`config.mk`:
```
export PLATFORM = sky130hd
export DESIGN_NAME = kick_watchdog
export DESIGN_NICKNAME = d
export VERILOG_FILES = /design/src/rtl/kwd_pkg.sv /design/src/rtl/kwd_regs.sv /design/src/rtl/kwd_tick.sv /design/src/rtl/kwd_core.sv /design/src/rtl/kick_watchdog.sv
export SDC_FILE = /design/constraint.sdc
export NUM_CORES = 1
export LEC_CHECK = 0
export BUFFER_PORTS_ARGS = -buffer_cell sky130_fd_sc_hd__buf_2
export CORE_AREA = 2 2 74 147
export CTS_CLUSTER_DIAMETER = 30
export DETAILED_ROUTE_END_ITERATION = 16
export DIE_AREA = 0 0 76 149
export GPL_TIMING_DRIVEN = 0
export PLACE_DENSITY = 0.8
export SYNTH_ARGS = -nofsm -noshare
export SYNTH_HDL_FRONTEND = slang
export SYNTH_HIERARCHICAL = 1
export SYNTH_SLANG_ARGS = --single-unit
export TNS_END_PERCENT = 100
```
`constraint.sdc`:
```
create_clock -name clk -period 6.87 [get_ports clk]
set_input_delay 1.374 -clock clk [delete_from_list [all_inputs] [get_ports clk]]
set_output_delay 1.374 -clock clk [all_outputs]
set_load 0.02 [all_outputs]
```
`src/rtl/kwd_pkg.sv`:
```
package kwd_pkg;
    localparam int OFF_CTRL  = 'h00;
    localparam int OFF_LOAD  = 'h2C;
    localparam int OFF_COUNT = 'h30;
    localparam int OFF_KICK  = 'h38;
    localparam int OFF_STAT  = 'h3C;

    localparam int BIT_WD_EN  = 25;
    localparam int BIT_IRQ_EN = 21;
    localparam int BIT_CH_EN  = 5;
    localparam int BIT_KICK   = 0;
endpackage

```
`src/rtl/kwd_regs.sv`:
```
module kwd_regs
    import kwd_pkg::*;
#(
    parameter int DATA_W = 32,
    parameter int ADDR_W = 8
) (
    input  logic              clk,
    input  logic              rst_n,
    input  logic [ADDR_W-1:0] addr,
    input  logic              we,
    input  logic [DATA_W-1:0] wdata,
    input  logic [DATA_W-1:0] count_q,
    input  logic              expired_q,
    output logic [DATA_W-1:0] load_d,
    output logic [DATA_W-1:0] rdata,
    output logic              run_q,
    output logic              run_d,
    output logic              irq_en,
    output logic              kick,
    output logic              load_wr
);
    typedef struct packed {
        logic [DATA_W-1:0] ctrl;
        logic [DATA_W-1:0] load;
    } regs_t;

    regs_t r_d, r_q;
    logic  sel_ctrl, sel_load, sel_count, sel_kick, sel_stat;

    always_comb begin
        sel_ctrl  = (addr == ADDR_W'(OFF_CTRL));
        sel_load  = (addr == ADDR_W'(OFF_LOAD));
        sel_count = (addr == ADDR_W'(OFF_COUNT));
        sel_kick  = (addr == ADDR_W'(OFF_KICK));
        sel_stat  = (addr == ADDR_W'(OFF_STAT));

        r_d = r_q;
        if (we && sel_ctrl) r_d.ctrl = wdata;
        if (we && sel_load) r_d.load = wdata;

        rdata = '0;
        if (sel_ctrl)  rdata = r_q.ctrl;
        if (sel_load)  rdata = r_q.load;
        if (sel_count) rdata = count_q;
        if (sel_stat)  rdata = DATA_W'(expired_q);
        if (sel_kick)  rdata = '0;
    end

    always_ff @(posedge clk or negedge rst_n) begin
        if (!rst_n) r_q <= '0;
        else        r_q <= r_d;
    end

    assign load_d  = r_d.load;
    assign run_q   = r_q.ctrl[BIT_WD_EN] & r_q.ctrl[BIT_CH_EN];
    assign run_d   = r_d.ctrl[BIT_WD_EN] & r_d.ctrl[BIT_CH_EN];
    assign irq_en  = r_q.ctrl[BIT_IRQ_EN];
    assign kick    = we & sel_kick & wdata[BIT_KICK];
    assign load_wr = we & sel_load;
endmodule

```
`src/rtl/kwd_tick.sv`:
```
module kwd_tick #(
    parameter int DIV = 2
) (
    input  logic clk,
    input  logic rst_n,
    input  logic clear,
    input  logic advance,
    output logic tick
);
    localparam int PH_W = (DIV > 2) ? $clog2(DIV) : 1;
    localparam logic [PH_W-1:0] LAST = PH_W'(DIV - 1);

    logic [PH_W-1:0] ph_d, ph_q;

    always_comb begin
        ph_d = ph_q;
        if (clear)        ph_d = '0;
        else if (advance) ph_d = (ph_q == LAST) ? '0 : ph_q + 1'b1;
        tick = advance & ~clear & (ph_q == LAST);
    end

    always_ff @(posedge clk or negedge rst_n) begin
        if (!rst_n) ph_q <= '0;
        else        ph_q <= ph_d;
    end
endmodule

```
`src/rtl/kwd_core.sv`:
```
module kwd_core #(
    parameter int DATA_W   = 32,
    parameter int TICK_DIV = 2
) (
    input  logic              clk,
    input  logic              rst_n,
    input  logic              run_q,
    input  logic              run_d,
    input  logic              kick,
    input  logic              load_wr,
    input  logic [DATA_W-1:0] load_d,
    output logic [DATA_W-1:0] count_q,
    output logic              expired_q,
    output logic              pulse_q
);
    typedef struct packed {
        logic [DATA_W-1:0] count;
        logic              halted;
        logic              expired;
        logic              pulse;
    } core_t;

    core_t s_d, s_q;
    logic  active, restart, at_zero, tick, clr_phase;

    always_comb begin
        active    = run_q & run_d & ~s_q.halted;
        restart   = kick | (run_d & ~run_q) | (load_wr & run_d);
        at_zero   = (s_q.count == '0);
        clr_phase = restart | ~active | at_zero;
    end

    kwd_tick #(.DIV(TICK_DIV)) u_tick (
        .clk     (clk),
        .rst_n   (rst_n),
        .clear   (clr_phase),
        .advance (active & ~at_zero),
        .tick    (tick)
    );

    always_comb begin
        s_d       = s_q;
        s_d.pulse = 1'b0;
        if (restart) begin
            s_d.count  = load_d;
            s_d.halted = 1'b0;
            if (kick) s_d.expired = 1'b0;
        end else if (active && at_zero) begin
            s_d.halted  = 1'b1;
            s_d.expired = 1'b1;
            s_d.pulse   = 1'b1;
        end else if (tick) begin
            s_d.count = s_q.count - 1'b1;
        end
    end

    always_ff @(posedge clk or negedge rst_n) begin
        if (!rst_n) s_q <= '0;
        else        s_q <= s_d;
    end

    assign count_q   = s_q.count;
    assign expired_q = s_q.expired;
    assign pulse_q   = s_q.pulse;
endmodule

```
`src/rtl/kick_watchdog.sv`:
```
module kick_watchdog #(
    parameter int DATA_W   = 32,
    parameter int ADDR_W   = 8,
    parameter int TICK_DIV = 2
) (
    input  logic              clk,
    input  logic              rst_n,
    input  logic [ADDR_W-1:0] bus_addr,
    input  logic              bus_we,
    input  logic [DATA_W-1:0] bus_wdata,
    output logic [DATA_W-1:0] bus_rdata,
    output logic              irq,
    output logic              rst_req
);
    logic [DATA_W-1:0] count_q, load_d;
    logic              expired_q, run_q, run_d, irq_en, kick, load_wr;

    kwd_regs #(.DATA_W(DATA_W), .ADDR_W(ADDR_W)) u_regs (
        .clk       (clk),
        .rst_n     (rst_n),
        .addr      (bus_addr),
        .we        (bus_we),
        .wdata     (bus_wdata),
        .count_q   (count_q),
        .expired_q (expired_q),
        .load_d    (load_d),
        .rdata     (bus_rdata),
        .run_q     (run_q),
        .run_d     (run_d),
        .irq_en    (irq_en),
        .kick      (kick),
        .load_wr   (load_wr)
    );

    kwd_core #(.DATA_W(DATA_W), .TICK_DIV(TICK_DIV)) u_core (
        .clk       (clk),
        .rst_n     (rst_n),
        .run_q     (run_q),
        .run_d     (run_d),
        .kick      (kick),
        .load_wr   (load_wr),
        .load_d    (load_d),
        .count_q   (count_q),
        .expired_q (expired_q),
        .pulse_q   (rst_req)
    );

    assign irq = expired_q & irq_en;
endmodule

```
### After elaboration in Yosys (flattened, before gate mapping)

Index checks and enable logic that the tools add are counted.

| word-level totals | value |
|---|---|
| input bits | 43 |
| memory bits (read-only) | 0 |
| bits in latches | 0 |
| flip-flop bits (word level) | 100 |
| bits in writable memories | 0 |
| output and inout port bits | 34 |
| memories | 0 |
| logic and storage cells | 64 |

| operators by class | value |
|---|---|
| order comparisons | 0 |
| multipliers | 0 |
| equality and inequality tests | 6 |
| reductions and logical operators | 10 |
| $add $sub $neg | 2 |
| muxes and demuxes | 16 |
| shift-type cells | 0 |
| div/mod/pow operators | 0 |
| bitwise logic cells | 22 |

Operators with widths:

| operator | count |
|---|---|
| 32-bit 2-to-1 mux | 8 |
| 34-bit 2-to-1 mux | 1 |
| 8-bit by 6-bit equality test with 1-bit output (second input constant) | 4 |
| 32-bit logical NOT | 1 |
| 32-bit by 1-bit subtractor with 32-bit output (second input constant) | 1 |
| 26-bit 2-to-1 mux | 1 |
| 1-bit AND | 13 |
| 8-bit logical NOT | 1 |
| 2-bit nonzero test | 3 |
| 1-bit 2-to-1 mux | 5 |
| 1-bit NOT | 5 |
| 2-bit by 1-bit inequality test with 1-bit output (second input constant) | 2 |
| 1-bit OR | 4 |
| 2-bit AND reduction | 2 |
| 1-bit logical AND | 3 |
| 3-bit 2-to-1 mux | 1 |
| 1-bit adder (second input constant) | 1 |

### Depth between registers and ports, before layout

Gate-level depths: netlist of the first run.

| logic depth | value |
|---|---|
| word-level depth | 15 |
| depth in mapped cells | 14 |
| depth with buffers taken out | 13 |

### Cells and area by module

The synthesis of the first run kept the hierarchy.

Modules (own cells, without submodules):

| module | area each (um^2) | times used | cells an instance | seq. area each (um^2) |
|---|---|---|---|---|
| kwd_regs | 3524.6 | 1 | 304 | 1601.5 |
| kwd_core | 2399.8 | 1 | 291 | 875.8 |
| kwd_tick | 45.0 | 1 | 5 | 25.0 |
| kick_watchdog | 6.3 | 1 | 1 | 0.0 |

### Worst setup path after synthesis of the first run

No wires, ideal clock.

| timing | value |
|---|---|
| path type | input -> register |
| start point | input port bus_addr[7] |
| end point | register u_core.s_q (netlist bit u_core/count_q[21]) |
| data arrival time | 5.015 ns |
| library setup time | 0.082 ns |
| cell stages on the path | 13 |
| slack | 1.773 ns |
| path buffers | 2 |
| required time | 6.788 ns |
| path through | nor4_4 nand3_1 buf_2 mux2i_1 a21oi_1 clkbuf_1 nand2_1 nor2_1 or4b_1 or4_1 or4_1 or3_1 a31oi_1 |

| on the way | value |
|---|---|
| word-level cells in the longest chain between the ends | 14 |
| elaborated cells on any way between the ends | 29 |
| those cells by class | eq/ne: 3; mux: 3; bitwise: 17; reduce/logical: 6 |

RTL lines:

| element | RTL line | RTL |
|---|---|---|
| from (decl) | kick_watchdog.sv:8 | `input logic [ADDR_W-1:0] bus_addr,` |
| 8-bit logical NOT * | kwd_regs.sv:31 | `sel_ctrl = (addr == ADDR_W'(OFF_CTRL));` |
| 1-bit logical AND * | kwd_regs.sv:38 | `if (we && sel_ctrl) r_d.ctrl = wdata;` |
| 26-bit 2-to-1 mux * | kwd_regs.sv:38 |  |
| 1-bit AND * | kwd_regs.sv:56 | `assign run_d = r_d.ctrl[BIT_WD_EN] & r_d.ctrl[BIT_CH_EN];` |
| named net run_d | kick_watchdog.sv:16 | `logic expired_q, run_q, run_d, irq_en, kick, load_wr;` |
| 1-bit AND (on tied branches) | kwd_core.sv:28, kwd_core.sv:27 |  |
| 1-bit OR / 1-bit AND (equally long branches) | kwd_core.sv:28, kwd_core.sv:27 |  |
| 1-bit OR / 1-bit NOT (equally long branches) | kwd_core.sv:28, kwd_core.sv:30 |  |
| 1-bit OR * (2 in a row) | kwd_core.sv:30 | `clr_phase = restart \| ~active \| at_zero;` |
| named net u_core.clr_phase | kwd_core.sv:24 | `logic active, restart, at_zero, tick, clr_phase;` |
| 1-bit NOT * | kwd_tick.sv:19 | `tick = advance & ~clear & (ph_q == LAST);` |
| 1-bit AND * (2 in a row) | kwd_tick.sv:19 |  |
| named net u_core.tick | kwd_core.sv:24 |  |
| 2-bit nonzero test (no line) * | - |  |
| 2-bit AND reduction (no line) * | - |  |
| to (signal assigned) | kwd_core.sv:58 | `if (!rst_n) s_q <= '0;` |
| to (signal assigned) | kwd_core.sv:59 | `else s_q <= s_d;` |
| to (decl) | kwd_core.sv:23 | `core_t s_d, s_q;` |

The timed path passes the listed nets; every way through them passes the cells marked *.
A chain may end at the register's enable or synchronous reset.

### Worst setup path after layout of the first run

| timing | value |
|---|---|
| start point | input port bus_addr[7] |
| end point | register u_core.s_q (netlist bit u_core/count_q[31]) |

The elaborated chain is that of the path after synthesis.

==> qor.yml, run 1 <==
worst_setup_path:
  end_kind: "flop"
  cp-start-kind: "primary input"
  cpLargestDelayFamily: "simple AND/OR/NAND/NOR gates"
  reg2reg_depth: 12
  crit_top_cell: "buf_2"
  crit_required_ps: 7140
  startpoint: "bus_addr[7]"
  slowest_delay_ps: 620
  cp_slowest_cell: "nor4_1"
  r2r-start: "u_regs/r_q[57]"
  path_buf_inv: 3
  crit_fanout: 10
  crit_type: "in -> reg"
  r2r_slack_ps: 2690
  r2r_end: "u_core/count_q[31]"
  crit_chain: "buf_2 -> nor4_4 -> nand3_1 -> buf_2 -> mux2i_1 -> a21oi_1 -> clkbuf_1 -> nand2_1 -> nor2_1 -> or4b_1 -> nor4_1 -> o2111ai_1 -> or3_1 -> a31oi_1"
  cp.arrival_ps: 6140
layout:
  fin_cells: 830
  layout-drive-gt1-share_pct: 35.6
  area_growth_pct: 15.2
  diodes: 0
  final_nets: 733
  post-route-cell-area_um2: 6880
detailed_routing:
  wl_um: 15100
  drtIter0Drc: 284
  via_count: 4988
  wire_per_inst_um: 18.2
  drc: 0
  viasPerCell: 6.01
  drt_first_pass_iters: 5
  ant_nets: 0
synthesis:
  seq_area_frac_synth_pct: 41.9
  mappedNetlistArea_um2: 5980
  yosys-top-cells-count: "dfrtp_1 (100), buf_4 (67), mux2_2 (64), nor2_1 (40), nor4_1 (40)"
  yosys-top-cells-area: "dfrtp_1 (42%), mux2_2 (12%), buf_4 (8.4%), a221o_1 (5.2%), nor4_1 (4.2%)"
  syn_inst: 601
  yosysMostFrequentCell: "dfrtp_1"
  yosys_warnings: 6
  synth_ff_type: "dfrtp_1"
  synthDistinctLibCells: 53
  async_flop_share_pct: 100
  synth_edf_count: 0
  synth-seq-cells: 100
  synth_top_area_share_pct: 41.9
  synth_nets: 645
  yosysTopAreaCell: "dfrtp_1"
  avgSynthCellArea_um2: 9.94
clock_network:
  cts_buffers: 9
  cts_tree: "yes"
  cts_setup_buffers: 0
  ctsHoldBuffers: 0
  cts.clk_slew.worst_paths_ps: 70
  clock-sinks: 100
  cts_max_level: 3
  cts_buffer_depth: 2
  root_buffer: "clkbuf_16"
  post_cts_resized: 0
  clk_latency_ps: 340
floorplanning:
  rows: 53
  die_x_um: 76
  start_util_pct: 58.1
  design.core.area_um2: 10300
  boundaryPins: 77
  die-area_um2: 11300
  die_y_um: 149
power:
  p_total_mw: 1.51
  vdd_ir_drop_max_uv: 155
  p_leak_nw: 3.36
  power.density_nw_per_um2: 220
min_path:
  hp-start: "u_regs/r_q[48]"
  whs_endpoint: "u_regs/r_q[48]"
  hp-class: "reg -> reg"
  hold_path_depth: 1
sta:
  relSlewSlack_pct: 36.8
  hold_viol_final: 0
  fin_crit_sh_pct: 85.6
  holdWs_ps: 511
  fin_crit_ps: 5880
  final.setup_skew_ps: 5.45
  final_max_slew_viol_count: 0
  rsz0062_at_grt: "no"
  setup_viol: 0
  fin_setup_tns_ps: 0
  worst_pin_slew_ps: 940
  fmax_ghz: 0.170
global_route:
  gr-total-overflow: 0
  grt_max_degree: 52
  grt_usage_pct: 27.4
  grt_pass1_wl_um: 24700
  grt_pass1_vias: 5110
  antenna_found_initial: 0
placed_design:
  io_buffers: 76
  place_area_um2: 6560
  gp_congestion: 0.890
  dp_cells: 815
  hpwl_um: 10800
run:
  maxCapViolations: 0
outcome:
  outcome: "finished clean"
cell families after synthesis:
group | count (synthesis) | synth area share [%]
AND/OR/NAND/NOR | 186 | 18.0
buffers and inverters | 145 | 14.0
AO/OA/AOI/OAI | 102 | 13.4
flip-flops | 100 | 41.9
multiplexers | 65 | 12.2
XOR/XNOR | 2 | 0.293
adder cells (fa/ha/maj) | 1 | 0.209
worst register-to-register path, stage by stage (launching register included):
cell and delay (ps):
dfrtp_1 390, nand2_1 90, inv_1 80, nand2b_1 70
a21oi_1 410, clkbuf_1 500, nand2_1 140, nor2_1 290
or4b_1 550, nor4_1 620, o2111ai_1 390, or3_1 400
a31oi_1 160
report_power, final:
part / internal (mW) / switching (mW) / total, mW
clock network: 0.336 / 0.217 / 0.553
logic: 0.127 / 0.158 / 0.285
registers: 0.631 / 0.0449 / 0.675
cells in the final DEF, fill, tap and decap left out, types with 3 or more instances in the layout:
cell	Yosys	routed
inv_1	38	38
nor4_1	40	40
clkbuf_1	26	26
or2_2	4	4
a31oi_1	28	28
or4_1	19	19
o41ai_1	3	3
nand2_1	21	21
buf_4	67	68
nor2_1	40	40
buf_2	8	83
nand3_1	13	13
clkbuf_16	0	9
and3_1	3	3
and2_1	3	3
o31ai_1	13	13
o21ai_0	12	12
a221o_1	31	31
mux2_2	64	64
dfrtp_1	100	100
or3_1	13	13
nand4b_1	4	4
nand2b_1	4	4
buf_6	4	4
nor3_1	4	4
sequential cells by signal, indices dropped and copies added, names as in the netlist:
name / count
u_core/expired_q: 1
u_core/pulse_q: 1
u_core/s_q: 1
u_regs/irq_en: 1
u_core/count_q: 32
u_core/u_tick/ph_q: 1
u_regs/r_q: 63
worst max-delay path by stage:
stage / cells after the start / end / slack (ps)
2_1_floorplan: 13 / u_core/count_q[21] / 1770
3_3_place_gp: 14 / u_core/count_q[31] / 800
3_5_place_dp: 14 / u_core/count_q[31] / 840
4_1_cts: 14 / u_core/count_q[31] / 1180
5_1_grt: 14 / u_core/count_q[31] / 810
6_report: 14 / u_core/count_q[31] / 990
metrics by stage:
| stage | setup WS [ps] | utilization (%) |
|---|---|---|
| floorplan | 1770 | - |
| global placement | 801 | 63.5 |
| detailed placement | 837 | 63.8 |
| CTS | 1180 | 67.0 |
| global route | 805 | 67.0 |
| finish | 992 | 67.0 |
layer usage:
metal  part of all wire, %  track usage, %
met5                     0               0
met4                   3.0            12.5
met3                   5.2            4.54
met2                    53            49.5
met1                    39            31.8
layout make-up:
cell class	instances	area, µm²
Fill cell	833	3400
Inverter	38	143
Sequential cell	100	2500
Tap cell	137	171
Timing Repair Buffer	77	410
Buffer	107	693
Clock inverter	4	72.6
Clock buffer	11	253
Multi-Input combinational cell	356	2640
No activity file was read; power rests on OpenSTA's default activity.
==> run 2, diff against run 1 <==
--- a/config.mk
+++ b/config.mk
@@ -7,10 +7,8 @@
 export LEC_CHECK = 0
 export BUFFER_PORTS_ARGS = -buffer_cell sky130_fd_sc_hd__buf_2
 export CORE_AREA = 2 2 74 147
-export CTS_CLUSTER_DIAMETER = 30
 export DETAILED_ROUTE_END_ITERATION = 16
 export DIE_AREA = 0 0 76 149
-export GPL_TIMING_DRIVEN = 0
 export PLACE_DENSITY = 0.8
 export SYNTH_ARGS = -nofsm -noshare
 export SYNTH_HDL_FRONTEND = slang
==> run 2 against run 1 <==
Net effect: setup slack improved by 740 ps; via count decreased by 6.1%; sequential share of layout area increased by 3.9 points; global-route usage decreased by 2.0 points; critical path depth decreased by 1; non-clock buffer count decreased by 100; clock power decreased by 6.7%; sequential power about the same; first-iteration DRC count increased by 25%; combinational power decreased by 19%; count of clock-buffer cells in the layout decreased by 1; critical path type unchanged; highest routed layer unchanged.
==> qor.yml, run 2 (synthesis gave the netlist of run 1 again) <==
outcome:
  outcome: "finished clean"
min_path:
  hp-start: "u_core/s_q[2]"
  whs_endpoint: "u_core/s_q[2]"
  hp-class: "reg -> reg"
  hold_path_depth: 2  # +1
sta:
  hold_viol_final: 0  # unchanged
  worst_pin_slew_ps: 1030  # +91.2 ps
  fin_setup_tns_ps: 0  # unchanged
  rsz0062_at_grt: "no"
  fin_crit_ps: 5140  # -741 ps
  relSlewSlack_pct: 30.7  # -6.1 points
  fin_crit_sh_pct: 74.8  # -11 points
  holdWs_ps: 497  # -14.3 ps
  final.setup_skew_ps: 8.55  # +3.10 ps
  fmax_ghz: 0.195  # +14%
  layout_setup_ws_ps: 1730  # +741 ps
  final_max_slew_viol_count: 0  # unchanged
  setup_viol: 0  # unchanged
global_route:
  grt_pass1_wl_um: 23200  # -6.4%
  grt_pass1_vias: 4657  # -8.9%
  gr-total-overflow: 0  # unchanged
  antenna_found_initial: 0  # unchanged
  grt_usage_pct: 25.4  # -2.0 points
  grt_max_degree: 74  # +42%
clock_network:
  cts_setup_buffers: 0  # unchanged
  cts_tree: "yes"
  cts_max_level: 3  # unchanged
  ctsHoldBuffers: 0  # unchanged
  post_cts_resized: 0  # unchanged
  root_buffer: "clkbuf_16"
  cts_buffer_depth: 2  # unchanged
  clock-sinks: 100  # unchanged
  clk_latency_ps: 350  # about the same
  cts_buffers: 9  # unchanged
  cts.clk_slew.worst_paths_ps: 70  # about the same
worst_setup_path:
  r2r-start: "u_core/count_q[12]"
  cp.arrival_ps: 5410  # -730 ps
  cp_slowest_cell: "or4_1"
  cp-start-kind: "primary input"
  cpLargestDelayFamily: "simple AND/OR/NAND/NOR gates"
  slowest_delay_ps: 610  # about the same
  crit_chain: "buf_2 -> nor4_4 -> nand3_1 -> mux2i_1 -> and3b_1 -> o21a_1 -> nand2_1 -> nor2_1 -> or4b_1 -> or4_1 -> or4_1 -> or3_1 -> a31oi_1"
  crit_type: "in -> reg"
  r2r_end: "u_core/count_q[21]"
  r2r_slack_ps: 2930  # +240 ps
  crit_fanout: 11  # +1
  crit_top_cell: "or4_1"
  reg2reg_depth: 11  # -1
  crit_required_ps: 7140  # about the same
  path_depth: 13  # -1
  end_kind: "flop"
  path_buf_inv: 1  # -2
floorplanning:
  die_x_um: 76  # unchanged
  design.core.area_um2: 10300  # unchanged
  boundaryPins: 77  # unchanged
  start_util_pct: 58.1  # unchanged
  rows: 53  # unchanged
  die-area_um2: 11300  # unchanged
  die_y_um: 149  # unchanged
layout:
  diodes: 0  # unchanged
  largest-register: "u_regs/r_q"
  largest_reg_flops: 63  # unchanged
  layout_commonest_cell: "dfrtp_1"
  final_nets: 633  # -14%
  layout-drive-gt1-share_pct: 29.8  # -5.8 points
  area_growth_pct: 3.94
  final_util_pct: 60.4  # -6.5 points
  layout_common_cells: "dfrtp_1 (100), buf_2 (75), mux2_2 (64)"
detailed_routing:
  viasPerCell: 6.41  # +6.6%
  drc: 0  # unchanged
  drtIter0Drc: 354  # +25%
  wire_per_inst_um: 19.4  # +6.4%
  wl_um: 14200  # -6.3%
  drt_first_pass_iters: 6  # +1
  via_count: 4685  # -6.1%
  ant_nets: 0  # unchanged
power:
  p_seq_share_pct: 47.5  # +2.9 points
  p_int_mw: 1.00  # -8.2%
  power_frac_comb_pct: 16.2  # -2.6 points
  p_leak_nw: 2.93  # -13%
  p_total_mw: 1.42  # -6.0%
  power_frac_clock_pct: 36.3  # -0.3 points
  sw_frac_of_total_pct: 29.4  # +1.7 points
  power.density_nw_per_um2: 229  # +4.1%
  vdd_ir_drop_max_uv: 214  # +38%
  power.switching_uw: 418  # -0.41%
placed_design:
  io_buffers: 76  # unchanged
  gp_congestion: 0.855  # -4.0%
  pre_cts_slack_ps: 1460  # +622 ps
  hpwl_um: 9400  # -13%
run:
  maxCapViolations: 0  # unchanged
==> run 2: cell count changes in the layout (fill, tap and decap cells not counted), sizes merged <==
| cell | before | now |
|---|---|---|
| clkbuf | 37 | 10 |
| buf | 158 | 84 |
| clkinv | 1 | 3 |
| clkinvlp | 1 | 2 |
| bufinv | 2 | 1 |
==> run 2: worst min-delay path: cells and delay by family (launching register included) <==
kind          cells  cell delay, ps
flops             1             340
simple gates      2             120
==> run 2: per-stage QoR <==
stage / cells / instance area (µm²)
3_3_place_gp: 715 / 5910
2_1_floorplan: 601 / 5980
6_report: 731 / 6210
3_5_place_dp: 715 / 5910
5_1_grt: 731 / 6210
4_1_cts: 731 / 6210
==> run 2: cell type report <==
class | count | area [µm²]
Multi-Input combinational cell | 356 | 2650
Inverter | 38 | 143
Clock buffer | 10 | 239
Tap cell | 137 | 171
Clock inverter | 6 | 63.8
Fill cell | 885 | 4070
Sequential cell | 100 | 2500
Timing Repair Buffer | 84 | 443
==> run 2: power by group through the flow <==
stage / combinational, mW / clock [mW] / sequential (mW)
3_5_place_dp: 0.225 / 0 / 0.685
4_1_cts: 0.228 / 0.522 / 0.674
6_report: 0.231 / 0.516 / 0.675
5_1_grt: 0.258 / 0.547 / 0.682
3_3_place_gp: 0.218 / 0 / 0.682
2_1_floorplan: 0.207 / 0 / 0.671
==> run 2: how the worst max path moves through the flow <==
stage	from	to	slack [ps]
2_1_floorplan	bus_addr[7]	u_core/count_q[21]	1770
3_3_place_gp	bus_addr[7]	u_core/count_q[21]	1590
3_5_place_dp	bus_addr[7]	u_core/count_q[21]	1460
4_1_cts	bus_addr[7]	u_core/count_q[21]	1810
5_1_grt	bus_addr[4]	u_core/count_q[21]	1460
6_report	bus_addr[7]	u_core/count_q[21]	1730
==> run 2: per-layer routing <==
metal	vias up	GRT usage, %	share of wire [%]
li1	2146	-	-
met4	0	10.6	2.5
met2	169	46.2	54
met3	29	3.45	4.6
met5	-	0	0
met1	2341	30.1	39
==> run 3, diff against run 2 <==
--- a/config.mk
+++ b/config.mk
@@ -5,11 +5,12 @@
 export SDC_FILE = /design/constraint.sdc
 export NUM_CORES = 1
 export LEC_CHECK = 0
+export ABC_AREA = 1
 export BUFFER_PORTS_ARGS = -buffer_cell sky130_fd_sc_hd__buf_2
-export CORE_AREA = 2 2 74 147
+export CORE_AREA = 2 2 78 155
 export DETAILED_ROUTE_END_ITERATION = 16
-export DIE_AREA = 0 0 76 149
-export PLACE_DENSITY = 0.8
+export DIE_AREA = 0 0 80 157
+export PLACE_DENSITY = 0.79
 export SYNTH_ARGS = -nofsm -noshare
 export SYNTH_HDL_FRONTEND = slang
 export SYNTH_HIERARCHICAL = 1
==> constraint.sdc (replaced) <==
create_clock -name clk -period 4.95 [get_ports clk]
set_input_delay 0.99 -clock clk [delete_from_list [all_inputs] [get_ports clk]]
set_output_delay 0.99 -clock clk [all_outputs]
set_load 0.02 [all_outputs]
==> run 3 against run 2 <==
Net effect: sequential share of layout area fell by 3.3 points; hold slack got worse by 11 ps; setup slack got worse by 420 ps; combinational power rose to 5.8 times the previous value.
==> qor.yml, run 3 <==
synthesis:
  async_flop_share_pct: 100  # unchanged
  yosysMostFrequentCell: "nand2_1"
  yosys_warnings: 6  # unchanged
  yosys-top-cells-count: "nand2_1 (330), nand3_1 (103), dfrtp_1 (100), inv_1 (82), nor2_1 (70)"
  synthDistinctLibCells: 38  # -28%
  yosysTopAreaCell: "dfrtp_1"
  seq_area_frac_synth_pct: 38.0  # -3.9 points
  synth_ff_type: "dfrtp_1"
  avgSynthCellArea_um2: 7.03  # -29%
  mappedNetlistArea_um2: 6590  # +10%
  synth-seq-cells: 100  # unchanged
  synth_nets: 981  # +52%
  syn_inst: 937  # +56%
  yosys-top-cells-area: "dfrtp_1 (38%), nand2_1 (19%), nand3_1 (7.8%), buf_4 (7.4%), inv_1 (4.7%)"
  synth_top_area_share_pct: 38.0  # -3.9 points
  synth_edf_count: 0  # unchanged
sta:
  worst_pin_slew_ps: 930  # -101 ps
  final_max_slew_viol_count: 0  # unchanged
  setup_viol: 0  # unchanged
  relSlewSlack_pct: 38.0  # +7.3 points
  fin_crit_ps: 3640
  fin_setup_tns_ps: 0  # unchanged
  hold_viol_final: 0  # unchanged
  fmax_ghz: 0.275
  rsz0062_at_grt: "no"
  fin_crit_sh_pct: 73.5
  final.setup_skew_ps: 6.57  # -1.98 ps
worst_setup_path:
  startpoint: "bus_addr[2]"
  r2r_slack_ps: 2030  # -900 ps
  cp-start-kind: "primary input"
  r2r_end: "u_core/count_q[0]"
  crit_fanout: 45  # +34
  crit_top_cell: "nand2_1"
  cp_slowest_cell: "inv_4"
  crit_type: "in -> reg"
  crit_chain: "buf_2 -> nor2_1 -> nand2_1 -> nor2_4 -> nand2_2 -> nand2_1 -> nand2_1 -> nor2_1 -> a21oi_4 -> inv_1 -> buf_4 -> or2_2 -> nand2_4 -> inv_4 -> nand2_1 -> o21ai_2"
  slowest_delay_ps: 440  # -170 ps
  reg2reg_depth: 14  # +3
  end_kind: "flop"
  cp.arrival_ps: 3900  # -1510 ps
  cpLargestDelayFamily: "simple AND/OR/NAND/NOR gates"
  crit_required_ps: 5220  # -1920 ps
  r2r-start: "u_core/count_q[0]"
  path_buf_inv: 4  # +3
global_route:
  grt_pass1_vias: 5598  # +20%
  gr-total-overflow: 0  # unchanged
  antenna_found_initial: 0  # unchanged
  grt_pass1_wl_um: 26000  # +12%
  grt_max_degree: 73  # -1.4%
  grt_usage_pct: 26.8  # +1.3 points
detailed_routing:
  wl_um: 16300  # +15%
  drt_first_pass_iters: 5  # -1
  drc: 0  # unchanged
  wire_per_inst_um: 15.1  # -22%
  drtIter0Drc: 504  # +42%
  viasPerCell: 5.29  # -17%
  ant_nets: 0  # unchanged
  via_count: 5697  # +22%
min_path:
  hold_path_depth: 2  # unchanged
  whs_endpoint: "u_regs/r_q[54]"
  hp-class: "reg -> reg"
  hp-start: "u_regs/r_q[54]"
clock_network:
  cts_max_level: 3  # unchanged
  cts_tree: "yes"
  ctsHoldBuffers: 0  # unchanged
  clock-sinks: 100  # unchanged
  cts_setup_buffers: 0  # unchanged
  cts_buffer_depth: 2  # unchanged
  clk_latency_ps: 350  # about the same
  cts_buffers: 9  # unchanged
  post_cts_resized: 0  # unchanged
  root_buffer: "clkbuf_16"
  cts.clk_slew.worst_paths_ps: 60  # about the same
power:
  power.density_nw_per_um2: 463  # +100%
  p_leak_nw: 3.67  # +25%
  vdd_ir_drop_max_uv: 230  # +7.6%
layout:
  post-route-cell-area_um2: 6770  # +9.0%
  area_growth_pct: 2.75
  diodes: 0  # unchanged
  layout-drive-gt1-share_pct: 17.5  # -12 points
  largest-register: "u_regs/r_q"
  largest_reg_flops: 63  # unchanged
  fill_cells: 1094  # +24%
  final_nets: 974  # +54%
  layout_common_cells: "nand2_1 (330), nand3_1 (103), dfrtp_1 (100)"
  layout_commonest_cell: "nand2_1"
placed_design:
  hpwl_um: 11600  # +24%
  gp_congestion: 0.963  # +13%
  place_area_um2: 6480  # +9.6%
  io_buffers: 76  # unchanged
floorplanning:
  design.core.area_um2: 11300  # +9.8%
  die_y_um: 157  # +5.4%
  start_util_pct: 58.4  # +0.24 points
  die_x_um: 80  # +5.3%
  die-area_um2: 12600  # +11%
  boundaryPins: 77  # unchanged
  rows: 55  # +3.8%
run:
  maxCapViolations: 0  # unchanged
outcome:
  outcome: "finished clean"
[run 3: changes by cell type in the layout (fill, tap and decap cells not counted), sizes merged, moves of 7 or more]
cell / before / now
nand2: 21 / 342
o21bai: 0 / 7
mux2: 64 / 0
a221o: 31 / 0
a31oi: 29 / 0
nor4: 43 / 0
nor2: 40 / 83
inv: 38 / 85
or4: 20 / 0
o31ai: 13 / 0
o21ai: 12 / 92
nand3: 13 / 105
or3: 13 / 0
[run 3: worst max path at each step]
stage                              end  slack [ps]  depth (start not counted)
finish               u_core/count_q[0]        1310                         16
global route         u_core/count_q[0]        1050                         16
CTS                  u_core/count_q[0]        1330                         17
detailed placement   u_core/count_q[4]        1050                         17
global placement     u_core/count_q[0]        1140                         17
floorplan           u_core/count_q[21]        1690                         21
[run 3: layout make-up]
cell class / instances / area, µm² / area share, %
Clock buffer: 11 / 243 / 3.59
Clock inverter: 4 / 50.0 / 0.739
Inverter: 85 / 322 / 4.75
Multi-Input combinational cell: 649 / 3030 / 44.7
Sequential cell: 100 / 2500 / 37.0
Tap cell: 142 / 178 / 2.62
Timing Repair Buffer: 85 / 450 / 6.65
[run 3: where the power goes]
part / leakage, nW / switching [mW] / internal [mW]
combinational: 2.19 / 0.922 / 0.406
clock: 0.138 / 0.300 / 0.402
sequential: 1.35 / 0.163 / 0.944
total: 3.67 / 1.38 / 1.75
[run 3: cell families after synthesis]
logic type	synth area share (%)
flops	38.0
xor+xnor	0.399
fa+ha+maj	0.190
buf+inv	16.1
compound gates	10.2
simple gates	35.1
[run 3: worst min-delay path, delay by kind of cell, from the launching register on]
family             cells  cell delay [ps]
AOI/OAI and AO/OA      1               60
DFF                    1              340
and+or+nand+nor        1               50
[run 3: metal layers]
layer	global-route usage (%)	up-vias	wire, µm
met5	0	-	0
li1	-	2870	-
met3	3.50	62	587
met1	28.5	2616	6110
met2	49.0	149	8670
met4	15.6	0	901
[run 3: stage by stage]
step / util, % / power [mW] / cells / hold slack (ps) / worst slack (ps)
2_1_floorplan: - / 2.27 / 937 / 453 / 1690
3_3_place_gp: 57.4 / 2.39 / 1061 / 468 / 1140
3_5_place_dp: 57.4 / 2.41 / 1061 / 473 / 1050
4_1_cts: 60.0 / 3.12 / 1076 / 489 / 1330
5_1_grt: 60.0 / 3.35 / 1076 / 510 / 1050
6_report: 60.0 / 3.14 / 1076 / 485 / 1310
